==> src/rtl/cop_pkg.sv <==
package cop_pkg;
  localparam int SRC_N = 3;

  typedef enum logic [1:0] {
    FN_SUM3  = 2'd0,
    FN_SUB   = 2'd1,
    FN_ANDOR = 2'd2,
    FN_SHXOR = 2'd3
  } fn_e;

  // operands each function actually consumes (bit0 a, bit1 b, bit2 c)
  function automatic logic [SRC_N-1:0] fn_needs(fn_e f);
    return (f == FN_SUB) ? 3'b011 : 3'b111;
  endfunction
endpackage

==> src/rtl/cop_slots.sv <==
module cop_slots
  import cop_pkg::*;
#(
  parameter int SLOTS = 4,
  parameter int TAG_W = 11
) (
  input  logic             clk_i,
  input  logic             rst_ni,
  input  logic [TAG_W-1:0] lookup_tag_i,
  output logic             hit_o,
  output fn_e              hit_fn_o,
  input  logic             wr_en_i,
  input  logic [TAG_W-1:0] wr_tag_i
);
  localparam int PTR_W = (SLOTS > 1) ? $clog2(SLOTS) : 1;

  logic             vld_q [SLOTS];
  logic [TAG_W-1:0] tag_q [SLOTS];
  fn_e              fn_q  [SLOTS];
  logic [SLOTS-1:0] match;
  logic [PTR_W-1:0] rr_q;

  for (genvar s = 0; s < SLOTS; s++) begin : g_slot
    always_ff @(posedge clk_i or negedge rst_ni) begin
      if (!rst_ni) begin
        vld_q[s] <= 1'b0;
        tag_q[s] <= '0;
        fn_q[s]  <= FN_SUM3;
      end else if (wr_en_i && rr_q == PTR_W'(s)) begin
        vld_q[s] <= 1'b1;
        tag_q[s] <= wr_tag_i;
        fn_q[s]  <= fn_e'(wr_tag_i[1:0]);
      end
    end
    assign match[s] = vld_q[s] && (tag_q[s] == lookup_tag_i);
  end

  always_ff @(posedge clk_i or negedge rst_ni) begin
    if (!rst_ni)      rr_q <= '0;
    else if (wr_en_i) rr_q <= (rr_q == PTR_W'(SLOTS-1)) ? '0 : rr_q + 1'b1;
  end

  assign hit_o = |match;

  always_comb begin
    hit_fn_o = FN_SUM3;
    for (int s = 0; s < SLOTS; s++)
      if (match[s]) hit_fn_o = fn_q[s];
  end

  AST_ONE_MATCH: assert property (@(posedge clk_i) disable iff (!rst_ni)
    $onehot0(match));

  AST_WR_IS_MISS: assert property (@(posedge clk_i) disable iff (!rst_ni)
    wr_en_i |-> !match[rr_q]);
endmodule

==> src/rtl/cop_eval.sv <==
module cop_eval
  import cop_pkg::*;
#(
  parameter int DATA_W = 32
) (
  input  fn_e              fn_i,
  input  logic [DATA_W-1:0] a_i,
  input  logic [DATA_W-1:0] b_i,
  input  logic [DATA_W-1:0] c_i,
  input  logic [SRC_N-1:0]  rdy_i,
  output logic [DATA_W-1:0] res_o,
  output logic              ops_rdy_o
);
  localparam int SH_W = $clog2(DATA_W);

  logic [SRC_N-1:0] need;

  assign need      = fn_needs(fn_i);
  assign ops_rdy_o = &(rdy_i | ~need);

  always_comb begin
    unique case (fn_i)
      FN_SUM3:  res_o = a_i + b_i + c_i;
      FN_SUB:   res_o = a_i - b_i;
      FN_ANDOR: res_o = (a_i & b_i) | c_i;
      default:  res_o = (a_i << b_i[SH_W-1:0]) ^ c_i;
    endcase
  end
endmodule

==> src/rtl/cop_reload.sv <==
module cop_reload #(
  parameter int TAG_W      = 11,
  parameter int RELOAD_CYC = 4
) (
  input  logic             clk_i,
  input  logic             rst_ni,
  input  logic             start_i,
  input  logic [TAG_W-1:0] tag_i,
  output logic             busy_o,
  output logic             wr_en_o,
  output logic [TAG_W-1:0] wr_tag_o
);
  localparam int CNT_W = (RELOAD_CYC > 1) ? $clog2(RELOAD_CYC) : 1;

  logic [CNT_W-1:0] cnt_q;
  logic             busy_q;
  logic [TAG_W-1:0] tag_q;

  always_ff @(posedge clk_i or negedge rst_ni) begin
    if (!rst_ni) begin
      busy_q <= 1'b0;
      cnt_q  <= '0;
      tag_q  <= '0;
    end else if (start_i && !busy_q) begin
      busy_q <= 1'b1;
      cnt_q  <= CNT_W'(RELOAD_CYC-1);
      tag_q  <= tag_i;
    end else if (busy_q) begin
      if (cnt_q == '0) busy_q <= 1'b0;
      else             cnt_q  <= cnt_q - 1'b1;
    end
  end

  assign busy_o   = busy_q;
  assign wr_en_o  = busy_q && (cnt_q == '0);
  assign wr_tag_o = tag_q;

  AST_MISS_STARTS_LOAD: assert property (@(posedge clk_i) disable iff (!rst_ni)
    start_i |=> busy_o);

  AST_LOAD_ENDS: assert property (@(posedge clk_i) disable iff (!rst_ni)
    wr_en_o |=> !busy_o);

  AST_NO_START_BUSY: assert property (@(posedge clk_i) disable iff (!rst_ni)
    busy_o |-> !start_i);
endmodule

==> src/rtl/cop_unit.sv <==
module cop_unit
  import cop_pkg::*;
#(
  parameter int SLOTS      = 4,
  parameter int TAG_W      = 11,
  parameter int DATA_W     = 32,
  parameter int RELOAD_CYC = 4
) (
  input  logic              clk_i,
  input  logic              rst_ni,
  input  logic              issue_i,
  input  logic [TAG_W-1:0]  op_tag_i,
  input  logic [DATA_W-1:0] src_a_i,
  input  logic [DATA_W-1:0] src_b_i,
  input  logic [DATA_W-1:0] src_c_i,
  input  logic [SRC_N-1:0]  src_rdy_i,
  output logic              stall_o,
  output logic              miss_o,
  output logic              done_o,
  output logic [DATA_W-1:0] result_o
);
  logic             hit, busy, wr_en, ops_rdy;
  logic [TAG_W-1:0] wr_tag;
  fn_e              hit_fn;

  cop_slots #(.SLOTS(SLOTS), .TAG_W(TAG_W)) u_slots (
    .clk_i        (clk_i),
    .rst_ni       (rst_ni),
    .lookup_tag_i (op_tag_i),
    .hit_o        (hit),
    .hit_fn_o     (hit_fn),
    .wr_en_i      (wr_en),
    .wr_tag_i     (wr_tag)
  );

  cop_eval #(.DATA_W(DATA_W)) u_eval (
    .fn_i      (hit_fn),
    .a_i       (src_a_i),
    .b_i       (src_b_i),
    .c_i       (src_c_i),
    .rdy_i     (src_rdy_i),
    .res_o     (result_o),
    .ops_rdy_o (ops_rdy)
  );

  cop_reload #(.TAG_W(TAG_W), .RELOAD_CYC(RELOAD_CYC)) u_reload (
    .clk_i    (clk_i),
    .rst_ni   (rst_ni),
    .start_i  (miss_o),
    .tag_i    (op_tag_i),
    .busy_o   (busy),
    .wr_en_o  (wr_en),
    .wr_tag_o (wr_tag)
  );

  assign miss_o  = issue_i && !hit && !busy;
  assign done_o  = issue_i && hit && ops_rdy && !busy;
  assign stall_o = issue_i && !done_o;

  AST_LOAD_STALLS: assert property (@(posedge clk_i) disable iff (!rst_ni)
    (busy && issue_i) |-> stall_o);

  AST_LATE_WAITS: assert property (@(posedge clk_i) disable iff (!rst_ni)
    (issue_i && !ops_rdy) |-> !done_o);

  AST_IDLE_QUIET: assert property (@(posedge clk_i) disable iff (!rst_ni)
    !issue_i |-> !(done_o || stall_o || miss_o));

  AST_MISS_ONE_CYCLE: assert property (@(posedge clk_i) disable iff (!rst_ni)
    (miss_o && issue_i) |=> !miss_o);
endmodule

==> config.mk <==
export PLATFORM = sky130hd
export DESIGN_NAME = cop_unit
export DESIGN_NICKNAME = d
export VERILOG_FILES = /design/src/rtl/cop_pkg.sv /design/src/rtl/cop_slots.sv /design/src/rtl/cop_eval.sv /design/src/rtl/cop_reload.sv /design/src/rtl/cop_unit.sv
export SDC_FILE = /design/constraint.sdc
export NUM_CORES = 1
export LEC_CHECK = 0
export BUFFER_PORTS_ARGS = -buffer_cell sky130_fd_sc_hd__buf_2
export CAP_MARGIN = 20
export CORE_ASPECT_RATIO = 1.25
export CORE_MARGIN = 1
export CORE_UTILIZATION = 61
export CTS_BUF_LIST = sky130_fd_sc_hd__clkbuf_2
export CTS_CLUSTER_SIZE = 10
export DETAILED_ROUTE_END_ITERATION = 12
export PLACE_DENSITY = 0.86
export SETUP_SLACK_MARGIN = 0.2
export SLEW_MARGIN = 20
export SYNTH_ARGS = -nofsm -noshare
export SYNTH_HDL_FRONTEND = slang
export SYNTH_HIERARCHICAL = 1
export SYNTH_SLANG_ARGS = --single-unit
==> constraint.sdc <==
create_clock -name clk_i -period 11.6 [get_ports clk_i]
set_input_delay 3.48 -clock clk_i [delete_from_list [all_inputs] [get_ports clk_i]]
set_output_delay 3.48 -clock clk_i [all_outputs]
set_load 0.02 [all_outputs]
# After elaboration in Yosys (flattened, before gate mapping)
# Cells that the tools add are included.
# classes
addsub	5
n_eq_ne	10
n_shift	1
n_mux	13
bitwise	5
n_reduce_logical	26
# op_table
operator	count
one-hot mux 32 bit (3 select lines)	1
adder 32 bit	2
== test 11 bit	4
AND 32 bit	1
bitwise OR 32 bit	1
left shift 32 x 5 -> 32 bit	1
subtractor 32 bit	1
bitwise XOR 32 bit	1
logical AND 1 bit	16
two-way mux 2 bit	8
== test 2 bit (second input constant)	3
logical NOT 2 bit	3
== test 2 x 1 -> 1 bit (second input constant)	2
OR reduction 4 bit	1
logical NOT 1 bit	3
two-way mux 1 bit	3
two-way mux 3 bit	1
NOT 3 bit	1
bitwise OR 3 bit	1
AND reduction 3 bit	1
adder 2 x 1 -> 2 bit (second input constant)	1
!= test 2 x 1 -> 1 bit (second input constant)	1
AND reduction 2 bit	1
nonzero test 2 bit	1
subtractor 2 x 1 -> 2 bit (second input constant)	1
# word_totals
reg_bits	72
inputBits	113
output_inout_bits	35
word_cells	76

# Logic depth before layout (Yosys ltp)
# depth
ltp_word	15
depth_mapped	13
depth_no_buf	13

# Modules after synthesis
# Netlist, hierarchy kept.
# by_module_without_submodules
mod	n_inst	cells_per_inst	area_each_um2	seq_area_each_um2
cop_eval	1	953	7392.1	0.0
cop_slots	1	202	2546.2	1251.2
cop_reload	1	37	594.3	350.3
cop_unit	1	5	32.5	0.0

# Least setup slack after synthesis
# No wires, ideal clock.
# synth_timing
kind	input port to output port
startpoint	input src_a_i[1]
endpoint	output result_o[29]
t_arrival_ns	6.614
required_time_ns	8.120
slack_ns	1.506
path_stages	12
n_path_buf	0
path_cell_list	fa_1 ha_1 fa_1 a211oi_2 o21bai_2 a2111oi_4 nor3_2 a2111oi_2 o31a_4 o31ai_2 xor2_1 a221o_1
# synth_via
elab_chain_len	3
elab_cells_between_ends	6
cone_classes	add/sub: 3; shift: 1; mux: 1; bitwise: 1
# synth_rtl
item	line	source
from (decl)	cop_unit.sv:13	input logic [DATA_W-1:0] src_a_i,
adder 32 bit / left shift 32 x 5 -> 32 bit (equally long branches)	cop_eval.sv:23, cop_eval.sv:26	
adder 32 bit / bitwise XOR 32 bit (equally long branches)	cop_eval.sv:23, cop_eval.sv:26	
one-hot mux 32 bit (3 select lines) *	cop_eval.sv:22	unique case (fn_i)
to (decl)	cop_unit.sv:20	output logic [DATA_W-1:0] result_o
# Every way passes the cells marked *; elsewhere a longest branch is shown, timed or not.

# Final worst setup path
# layout_timing
startpoint	input src_b_i[0]
endpoint	output result_o[29]
# layout_via
elab_chain_len	3
elab_cells_between_ends	6
cone_classes	add/sub: 3; shift: 1; mux: 1; bitwise: 1
# layout_rtl
item	line	source
from (decl)	cop_unit.sv:14	input logic [DATA_W-1:0] src_b_i,
adder 32 bit / left shift 32 x 5 -> 32 bit (equally long branches)	cop_eval.sv:23, cop_eval.sv:26	
adder 32 bit / bitwise XOR 32 bit (equally long branches)	cop_eval.sv:23, cop_eval.sv:26	
one-hot mux 32 bit (3 select lines) *	cop_eval.sv:22	
# Marked as above.

==> flow_summary.json <==
{
  "die_x_microns": 120,
  "critPathArrivalTime_ns": 7.38,
  "fin_nets": 1540,
  "first_pass_iters": 5,
  "rows": 53,
  "timing.rr.start": "u_slots/tag_q[6]$_DFFE_PN0P_",
  "powerDensity_nw_per_um2": 138,
  "hold_violations": 0,
  "yosysTopAreaCell": "dfrtp_1",
  "p_leak_nw": 5.10,
  "numCtsBuffers": 9,
  "worst_clock_skew_ns": 0.0169,
  "critical_path.max_fanout": 36,
  "cts_tree": "yes",
  "synth_warnings": 6,
  "number_of_global_route_vias_before_repair": 9709,
  "start_kind": "input port",
  "antenna-diode-count": 0,
  "postSynth.asyncResetShare_pct": 100,
  "vias": 10101,
  "synth_area_sq_um": 10600,
  "fin_setup_tns_ns": 0,
  "grt_usage_pct": 36.6,
  "cts.repair_timing.setup_buffer_count": 0,
  "die_h_microns": 149,
  "num-fill-cells": 1377,
  "fraction_of_final_layout_cells_sized_beyond_drive_strength_1_pct": 22.8,
  "final.period_utilization_pct": 93.6,
  "timing_max_transition_violations_final": 0,
  "synth_compound_gate_area_share_pct": 21.5,
  "post_synth_inst_count": 1197,
  "main_combinational_cell_family_by_area_after_synthesis": "compound AO/OA/AOI/OAI gates",
  "synthXorXnorAreaFrac_pct": 10.8,
  "seq_area_frac_synth_pct": 15.2,
  "synth.ff_latch_count": 64,
  "worstSetupStartpoint": "src_b_i[0]",
  "max-vdd-ir-drop_mv": 0.174,
  "global_route_wire_length_before_repair_microns": 51000,
  "fraction_of_power_consumed_by_the_clock_network_pct": 8.5,
  "synth_enable_flop_cells": 0,
  "grt_start_max_net_pins": 75,
  "worst_r2r_path_depth": 8,
  "pin_count": 148,
  "syn_nets": 1442,
  "clock-root-buffer": "clkbuf_2",
  "met2_length_microns": 16000,
  "synth-simple-area-share_pct": 13.2,
  "synth.top_cells.by_area": "dfrtp_1 (15%), ha_1 (12%), xnor2_1 (7.2%)",
  "reg2reg_slack_ns": 8.78,
  "syn2layout_area_growth_pct": 7.40,
  "worst_setup_hold_path_clk_slew_ns": 0.18,
  "result_of_the_run": "completed",
  "die-area_sq_um": 17900,
  "fin_util_pct": 67.1,
  "internal_power_mw": 0.827,
  "maxSlewHeadroom_pct": 36.3,
  "route.layer.met1.wl_microns": 12600,
  "achievable-frequency_ghz": 0.0921,
  "detailedRoute.firstIterationViolations": 862,
  "detail_route.wl_per_cell_microns": 21.5,
  "numClockSinks": 64,
  "amount_of_wire_on_met3_after_detailed_routing_microns": 2820,
  "synthDominantCellAreaShare_pct": 15.2,
  "drt.antenna.violating_nets": 0,
  "power_frac_seq_pct": 27.0,
  "worstReg2RegEnd": "u_reload/wr_tag_o[3]$_DFFE_PN0P_",
  "ctsHoldBuffers": 0,
  "initial_core_util_pct": 62.5,
  "timing_worst_setup_path_type": "in -> out",
  "postRouteWirelength_microns": 32800,
  "place.detailed.hpwl_microns": 25700,
  "syn-mean-instance-area_sq_um": 8.83,
  "antenna_found_initial": 0,
  "clock_path_buffers": 2,
  "critPathCaptureType": "output port",
  "synthDistinctLibCells": 86,
  "critPathCapture": "result_o[29]",
  "globalRouteOverflowTotal": 0,
  "detail_route.vias_per_cell": 6.65,
  "fp.coreArea_sq_um": 16900,
  "post_cts_resized": 0,
  "highest-signal-layer": "met4",
  "drc_errors": 0,
  "cts-htree-levels": 3,
  "setup_viol_count_final": 0,
  "worstSkewPairLatency_ns": 0.51,
  "unrepaired_setup_endpoints_after_global_routing": "no",
  "post_synth_fa_ha_maj_area_fraction_pct": 18.0,
  "total_switching_power_mw": 0.737,
  "final_period_minus_worst_setup_slack_ns": 10.86,
  "netSwitchingFraction_pct": 47.1,
  "layout.cells.most_common": "buf_2",
  "min_path_cells": 1,
  "hold_path.class": "reg -> reg",
  "globalplace.congestion": 1.00,
  "cap_viol_max_count": 0,
  "worst_ep_required_time_ns": 8.12,
  "commonest_cells_after_routing_fill_and_taps_aside": "buf_2 (147), a21oi_1 (99), ha_1 (99)",
  "synth_mux_area_share_pct": 15.7,
  "worst_pin_slew_ns": 0.952,
  "synth_top_flop_cell": "dfrtp_1",
  "p_comb_share_pct": 64.5,
  "port_buffers": 147
}
## cell usage after synthesis (12+ instances only)
cell      instances
fa_1             33
dfrtp_1          64
o31ai_1          14
nand2_1          97
xnor2_1          87
nand3_1          20
a21o_1           31
a21oi_1          99
a211oi_1         14
o22ai_1          12
nor3_1           14
ha_1             99
clkbuf_1         34
o21ai_0          61
inv_1            49
nand4_1          24
mux4_2           23
mux2i_1          25
mux2_2           66
xor2_1           42
nor2_1           78
## cell type report
cell class	instances	area (sq um)	area share (%)
Clock inverter	6	60.1	0.529
Sequential cell	64	1600	14.1
Tap cell	220	275	2.43
Multi-Input combinational cell	1015	8380	73.9
Clock buffer	10	50.0	0.441
Inverter	52	195	1.72
Timing Repair Buffer	153	781	6.88
## logic make-up after synthesis
logic type      Yosys count
compound gates          338
xor+xnor                130
fa+ha+maj               132
buf+inv                 118
flops                    64
mux                     124
simple gates            291
## power by group through the flow
stage | Clock, mW | Sequential [mW] | Combinational (mW)
2_1_floorplan | 0 | 0.395 | 0.735
6_report | 0.133 | 0.422 | 1.01
4_1_cts | 0.135 | 0.419 | 0.992
3_5_place_dp | 0 | 0.423 | 0.982
3_3_place_gp | 0 | 0.412 | 0.959
5_1_grt | 0.145 | 0.433 | 1.08
## metal layers
| metal | vias to the layer above | track usage (%) |
|---|---|---|
| li1 | 4572 | - |
| met1 | 4831 | 44.6 |
| met2 | 598 | 63.4 |
| met3 | 100 | 5.89 |
| met4 | 0 | 16.5 |
| met5 | - | 0 |
## worst min-delay path by stage
stage | slack (ns) | start | to
final | 0.49 | u_slots/vld_q[2]$_DFFE_PN0P_ | u_slots/vld_q[2]$_DFFE_PN0P_
after detailed placement | 0.45 | u_slots/vld_q[1]$_DFFE_PN0P_ | u_slots/vld_q[1]$_DFFE_PN0P_
after floorplan | 0.43 | u_slots/vld_q[0]$_DFFE_PN0P_ | u_slots/vld_q[0]$_DFFE_PN0P_
after global placement | 0.45 | u_slots/vld_q[2]$_DFFE_PN0P_ | u_slots/vld_q[2]$_DFFE_PN0P_
after CTS | 0.50 | u_slots/vld_q[2]$_DFFE_PN0P_ | u_slots/vld_q[2]$_DFFE_PN0P_
after global routing | 0.51 | u_slots/vld_q[2]$_DFFE_PN0P_ | u_slots/vld_q[2]$_DFFE_PN0P_
## metrics by stage
step | std cells | instance area, sq um | power (mW) | hold WS (ns) | setup WS [ns]
2_1_floorplan | 1197 | 10600 | 1.13 | 0.434 | 1.51
4_1_cts | 1520 | 11300 | 1.55 | 0.495 | 0.778
5_1_grt | 1520 | 11300 | 1.66 | 0.514 | 0.593
3_5_place_dp | 1504 | 11200 | 1.41 | 0.454 | 0.775
3_3_place_gp | 1504 | 11200 | 1.37 | 0.452 | 0.811
6_report | 1520 | 11300 | 1.56 | 0.494 | 0.744
## worst max-delay path, stage by stage
cell       delay [ns]
buf_2            0.34
fa_1             0.50
ha_1             0.29
fa_1             0.51
a211oi_2         0.25
o21bai_2         0.14
a2111oi_4        0.41
nor3_2           0.12
a2111oi_2        0.36
o31a_4           0.22
o31ai_2          0.07
xor2_1           0.15
a221o_1          0.35
buf_2            0.16
## sequential cells by signal, summed over array words and instances, names as in the netlist
signal,flops
u_reload/busy_o,1
u_reload/cnt_q,2
u_reload/wr_tag_o,11
u_slots/rr_q,2
u_slots/tag_q,44
u_slots/vld_q,4
Note: power is estimated with default switching activity, not from simulation.
